[config.mk]
export PLATFORM = sky130hd
export DESIGN_NAME = subsec_alarm_cmp
export DESIGN_NICKNAME = d
export VERILOG_FILES = /design/src/rtl/ssa_pkg.sv /design/src/rtl/ssa_mask_dec.sv /design/src/rtl/ssa_wprot.sv /design/src/rtl/ssa_match.sv /design/src/rtl/subsec_alarm_cmp.sv
export SDC_FILE = /design/constraint.sdc
export NUM_CORES = 1
export LEC_CHECK = 0
export ABC_CLOCK_PERIOD_IN_PS = 2750
export BUFFER_PORTS_ARGS = -buffer_cell sky130_fd_sc_hd__buf_2
export CAP_MARGIN = 15
export CORE_MARGIN = 1
export CORE_UTILIZATION = 45
export CTS_CLUSTER_SIZE = 20
export DETAILED_ROUTE_END_ITERATION = 8
export PLACE_DENSITY = 0.78
export SETUP_SLACK_MARGIN = 0.05
export SYNTH_ARGS = -nofsm -noshare
export SYNTH_HDL_FRONTEND = slang
export SYNTH_HIERARCHICAL = 1
export SYNTH_SLANG_ARGS = --single-unit
[constraint.sdc]
create_clock -name clk_i -period 2.75 [get_ports clk_i]
set_input_delay 0.55 -clock clk_i [delete_from_list [all_inputs] [get_ports clk_i]]
set_output_delay 0.55 -clock clk_i [all_outputs]
set_load 0.1 [all_outputs]
[src/rtl/ssa_pkg.sv]
package ssa_pkg;
  parameter int unsigned REG_ADDR_W = 2;

  typedef enum logic [REG_ADDR_W-1:0] {
    A_ALARM = 2'd0,
    A_KEY   = 2'd1,
    A_FLAG  = 2'd2,
    A_NONE  = 2'd3
  } reg_addr_e;

  typedef enum logic [1:0] {
    LK_LOCKED = 2'd0,
    LK_KEY1   = 2'd1,
    LK_OPEN   = 2'd2
  } lock_state_e;
endpackage

[src/rtl/ssa_mask_dec.sv]
module ssa_mask_dec #(
  parameter int unsigned SS_W   = 15,
  parameter int unsigned MASK_W = 4
) (
  input  logic [MASK_W-1:0] mask_i,
  output logic [SS_W-1:0]   cmp_mask_o
);
  // bit i takes part in the compare when i < N
  for (genvar i = 0; i < SS_W; i++) begin : g_bit
    assign cmp_mask_o[i] = ({1'b0, mask_i} > (MASK_W+1)'(i));
  end
endmodule

[src/rtl/ssa_wprot.sv]
module ssa_wprot
  import ssa_pkg::*;
#(
  parameter int unsigned KEY_W = 8,
  parameter logic [KEY_W-1:0] KEY_A = 8'hCA,
  parameter logic [KEY_W-1:0] KEY_B = 8'h53
) (
  input  logic             clk_i,
  input  logic             rst_ni,
  input  logic             key_wr_i,
  input  logic [KEY_W-1:0] key_i,
  output logic             open_o
);
  lock_state_e state_q, state_d;

  always_comb begin
    state_d = state_q;
    if (key_wr_i) begin
      if (key_i == KEY_A)                               state_d = LK_KEY1;
      else if (key_i == KEY_B && state_q == LK_KEY1)    state_d = LK_OPEN;
      else                                              state_d = LK_LOCKED;
    end
  end

  always_ff @(posedge clk_i or negedge rst_ni) begin
    if (!rst_ni) state_q <= LK_LOCKED;
    else         state_q <= state_d;
  end

  assign open_o = (state_q == LK_OPEN);
endmodule

[src/rtl/ssa_match.sv]
module ssa_match #(
  parameter int unsigned SS_W = 15
) (
  input  logic            clk_i,
  input  logic            rst_ni,
  input  logic            alarm_en_i,
  input  logic            fields_match_i,
  input  logic            sec_inc_i,
  input  logic            use_sec_i,
  input  logic [SS_W-1:0] ss_ref_i,
  input  logic [SS_W:0]   ss_cnt_i,
  input  logic [SS_W-1:0] cmp_mask_i,
  input  logic            flag_clr_i,
  output logic            flag_o
);
  logic ss_eq, raw_hit, hit_q, hit_evt;

  // overflow bit ss_cnt_i[SS_W] deliberately left out
  assign ss_eq   = ((ss_cnt_i[SS_W-1:0] ^ ss_ref_i) & cmp_mask_i) == '0;
  assign raw_hit = alarm_en_i && fields_match_i && (use_sec_i ? sec_inc_i : ss_eq);
  assign hit_evt = raw_hit && !hit_q;

  always_ff @(posedge clk_i or negedge rst_ni) begin
    if (!rst_ni) begin
      hit_q  <= 1'b0;
      flag_o <= 1'b0;
    end else begin
      hit_q  <= raw_hit;
      flag_o <= hit_evt || (flag_o && !flag_clr_i);
    end
  end
endmodule

[src/rtl/subsec_alarm_cmp.sv]
module subsec_alarm_cmp
  import ssa_pkg::*;
#(
  parameter int unsigned DATA_W   = 32,
  parameter int unsigned SS_W     = 15,
  parameter int unsigned MASK_W   = 4,
  parameter int unsigned MASK_LSB = 24,
  parameter int unsigned KEY_W    = 8,
  parameter logic [KEY_W-1:0] KEY_A = 8'hCA,
  parameter logic [KEY_W-1:0] KEY_B = 8'h53
) (
  input  logic                  clk_i,
  input  logic                  rst_ni,
  input  logic                  bus_wr_i,
  input  logic [REG_ADDR_W-1:0] bus_addr_i,
  input  logic [DATA_W-1:0]     bus_wdata_i,
  output logic [DATA_W-1:0]     bus_rdata_o,
  output logic                  bus_err_o,
  input  logic                  alarm_en_i,
  input  logic                  init_mode_i,
  input  logic [SS_W:0]         ss_cnt_i,
  input  logic                  sec_inc_i,
  input  logic                  fields_match_i,
  output logic                  alarm_flag_o
);
  localparam int unsigned MASK_MSB = MASK_LSB + MASK_W - 1;

  reg_addr_e         addr;
  logic              wr_alarm, wr_key, wr_flag, flag_clr;
  logic              unlocked, cfg_ok, wr_ok, wr_block;
  logic [SS_W-1:0]   ss_q, cmp_mask;
  logic [MASK_W-1:0] mask_q;

  assign addr     = reg_addr_e'(bus_addr_i);
  assign wr_alarm = bus_wr_i && (addr == A_ALARM);
  assign wr_key   = bus_wr_i && (addr == A_KEY);
  assign wr_flag  = bus_wr_i && (addr == A_FLAG);
  assign flag_clr = wr_flag && bus_wdata_i[0];

  ssa_wprot #(.KEY_W(KEY_W), .KEY_A(KEY_A), .KEY_B(KEY_B)) u_wprot (
    .clk_i    (clk_i),
    .rst_ni   (rst_ni),
    .key_wr_i (wr_key),
    .key_i    (bus_wdata_i[KEY_W-1:0]),
    .open_o   (unlocked)
  );

  assign cfg_ok   = !alarm_en_i || init_mode_i;
  assign wr_ok    = wr_alarm && unlocked && cfg_ok;
  assign wr_block = wr_alarm && !wr_ok;

  always_ff @(posedge clk_i or negedge rst_ni) begin
    if (!rst_ni) begin
      ss_q      <= '0;
      mask_q    <= '0;
      bus_err_o <= 1'b0;
    end else begin
      bus_err_o <= wr_block;
      if (wr_ok) begin
        ss_q   <= bus_wdata_i[SS_W-1:0];
        mask_q <= bus_wdata_i[MASK_MSB:MASK_LSB];
      end
    end
  end

  ssa_mask_dec #(.SS_W(SS_W), .MASK_W(MASK_W)) u_mask_dec (
    .mask_i     (mask_q),
    .cmp_mask_o (cmp_mask)
  );

  ssa_match #(.SS_W(SS_W)) u_match (
    .clk_i          (clk_i),
    .rst_ni         (rst_ni),
    .alarm_en_i     (alarm_en_i),
    .fields_match_i (fields_match_i),
    .sec_inc_i      (sec_inc_i),
    .use_sec_i      (mask_q == '0),
    .ss_ref_i       (ss_q),
    .ss_cnt_i       (ss_cnt_i),
    .cmp_mask_i     (cmp_mask),
    .flag_clr_i     (flag_clr),
    .flag_o         (alarm_flag_o)
  );

  always_comb begin
    bus_rdata_o = '0;
    unique case (addr)
      A_ALARM: begin
        bus_rdata_o[SS_W-1:0]          = ss_q;
        bus_rdata_o[MASK_MSB:MASK_LSB] = mask_q;
      end
      A_FLAG:  bus_rdata_o[0] = alarm_flag_o;
      default: bus_rdata_o = '0;
    endcase
  end
endmodule

==> flow_metrics.py <==
metrics = {
    "synthesis": {
        "seq_area_frac_synth_pct": 36.4,
        "synth-edff-count": 0,
        "synthArstFlopShare_pct": 100,
        "synth.cell_area_mm2": 0.00165,
        "synth_cell_types": 40,
        "syn_inst": 154,
        "ys_warn_count": 6,
        "synthFlopType": "dfrtp_1",
        "postSynthAreaPerCell_um2": 10.7,
        "ys_ff_latch": 24,
    },
    "layout": {
        "fin_util_pct": 57.8,
        "nFillCells": 315,
        "drive_gt1_share_pct": 45.5,
        "mostFrequentLayoutCells": "buf_2, dfrtp_1, and2_1, xor2_1, conb_1",
        "syn_to_final_growth_pct": 19.7,
        "final_common_cell": "buf_2",
        "num_antenna_cells": 0,
        "nNetsFinal": 271,
        "fin_area_mm2": 0.00198,
    },
    "clock_tree": {
        "clock_sinks": 24,
        "clkTransAtPathRegs_ps": 130,
        "htree_levels": 1,
        "cts_root_buffer": "clkbuf_4",
        "cts.repair.resized": 0,
        "postCtsHoldBufs": 0,
        "numCtsBuffers": 3,
        "cts_post_setup_buffers_inserted": 0,
        "cts_tree": "done",
        "clock_latency_ps": 310,
        "cts_buffer_depth": 2,
    },
    "min_path": {
        "min_path_type": "primary input to asynchronous set/reset pin",
    },
    "timing": {
        "setup_tns_ps": 0,
        "timing.final.crit_share_pct": 81.5,
        "rsz0062_at_grt": "no",
        "max_slew_margin_pct": 45.0,
        "finalHoldViolations": 0,
        "tightest_slew_ps": 824,
        "max_freq_mhz": 446,
        "finalSetupViolations": 0,
        "slew_violations": 0,
        "period_needed_ps": 2240,
        "worst_clock_skew_ps": 1.28,
    },
    "floorplan": {
        "die-area_mm2": 0.00391,
        "die_h_um": 62.6,
        "start_util_pct": 48.3,
        "die_w_um": 62.6,
        "core_mm2": 0.00342,
        "rows": 21,
        "boundaryPins": 91,
    },
    "critical_path": {
        "required_ps": 2200,
        "cp-end-kind": "output pin",
        "critPathLaunchType": "primary input",
        "r2r_setup_slack_ps": 990,
        "crit_arrival_ps": 1690,
        "slowest_stage": "buf_2",
        "crit_family": "simple AND/OR/NAND/NOR gates",
        "worst_path_largest_cell_delay_ps": 420,
        "path_buf_inv": 2,
        "worst_path_most_repeated_cell": "buf_2",
        "crit_type": "primary input to output pin",
        "critPathMaxFanout": 20,
        "path_cells": "buf_2 > nor2_4 > and2_1 > buf_2",
    },
    "global_routing": {
        "grt_max_degree": 25,
        "grt-ovfl-total": 0,
        "antenna_found_initial": 0,
        "track_usage_pct": 17.2,
        "grt_pass1_wl_um": 5290,
        "first_global_vias": 1180,
    },
    "power_and_ir_drop": {
        "vdd_ir_drop_max_uv": 500,
        "p_per_area_mw_per_mm2": 686,
        "leakagePower_nw": 1.09,
    },
    "routing": {
        "wl_per_cell_um": 12.6,
        "ant_nets": 0,
        "drt_first_pass_iters": 4,
        "drt-total-wl_um": 3250,
        "vias": 1287,
        "drc": 0,
        "initialDrtViolationCount": 17,
        "viasPerCell": 4.97,
    },
    "placed_design": {
        "dpl.hpwl_um": 2480,
        "placedInstanceArea_mm2": 0.00192,
        "io_buffers": 63,
        "place_congestion": 0.749,
    },
    "job": {
        "max_cap_violations": 0,
    },
    "status": {
        "status": "finished clean",
    },
}
## path summary, 6_finish.rpt
path | startpoint | endpoint | cells past startpoint
min in group clk_i | bus_wdata_i[27] | mask_q[3]$_DFFE_PN0P_ | 2
hold reg to reg | u_match/hit_q$_DFF_PN0_ | u_match/flag_o$_DFF_PN0_ | 1
max in group asynchronous | rst_ni | u_match/hit_q$_DFF_PN0_ | 1
hold / removal | rst_ni | ss_q[6]$_DFFE_PN0P_ | 1
setup reg to reg | mask_q[1]$_DFFE_PN0P_ | u_match/flag_o$_DFF_PN0_ | 5
setup / recovery | bus_addr_i[1] | bus_rdata_o[3] | 4
## sequential cells by signal (all words and copies together), names as in the netlist
| name | count |
|---|---|
| ss_q | 15 |
| mask_q | 4 |
| u_wprot/state_q | 2 |
| bus_err_o | 1 |
| u_match/flag_o | 1 |
| u_match/hit_q | 1 |
## routing by layer
layer	track usage (%)	routed length [um]	up-vias
met4	3.78	41	0
met1	20.6	1430	619
met3	4.38	164	4
met5	0	0	-
li1	-	-	622
met2	30.7	1620	42
## cells in the mapped netlist (2+ instances only)
| library cell | count | area [um^2] |
|---|---|---|
| and2_1 | 18 | 113 |
| xor2_1 | 15 | 131 |
| mux2_4 | 10 | 150 |
| nor2_1 | 7 | 26.3 |
| dfrtp_1 | 24 | 601 |
| nand4bb_1 | 3 | 33.8 |
| nand2_1 | 7 | 26.3 |
| nand2b_1 | 2 | 12.5 |
| mux2_2 | 9 | 101 |
| buf_4 | 13 | 97.6 |
| inv_1 | 6 | 22.5 |
| clkbuf_1 | 3 | 11.3 |
| a21oi_1 | 3 | 15.0 |
| o21ai_0 | 2 | 10.0 |
| buf_6 | 3 | 33.8 |
| a22oi_1 | 5 | 37.5 |
## where the power goes
| part | total, mW | switching (mW) | internal, mW |
|---|---|---|---|
| combinational | 0.599 | 0.408 | 0.191 |
| clock | 0.256 | 0.108 | 0.147 |
| sequential | 0.500 | 0.0826 | 0.417 |
| total | 1.35 | 0.599 | 0.756 |
## stage by stage
step	hold slack (ps)	setup slack (ps)	power [mW]	cells
after floorplan	254	260	1.02	166
after global placement	450	507	1.10	255
after detailed placement	468	514	1.11	255
after CTS	209	508	1.36	259
after global routing	222	437	1.42	259
final	193	510	1.35	259
## cells by family after synthesis
logic type | count (synthesis) | synth area share [%]
compound gates | 21 | 11.8
xor+xnor | 15 | 7.96
buf+inv | 26 | 10.3
flops | 24 | 36.4
mux | 20 | 15.8
other cells | 1 | 0.227
simple gates | 47 | 17.5
## area by class of cell
type / count / area (um^2) / area share, %
inverters: 6 / 22.5 / 1.14
clock buffers: 3 / 22.5 / 1.14
multi-input cells: 116 / 927 / 46.9
well taps: 46 / 57.6 / 2.91
flip-flops and latches: 24 / 601 / 30.4
clock inverters: 1 / 30.0 / 1.52
repair buffers: 63 / 315 / 16.0
Power figures use the tool's default switching activity.
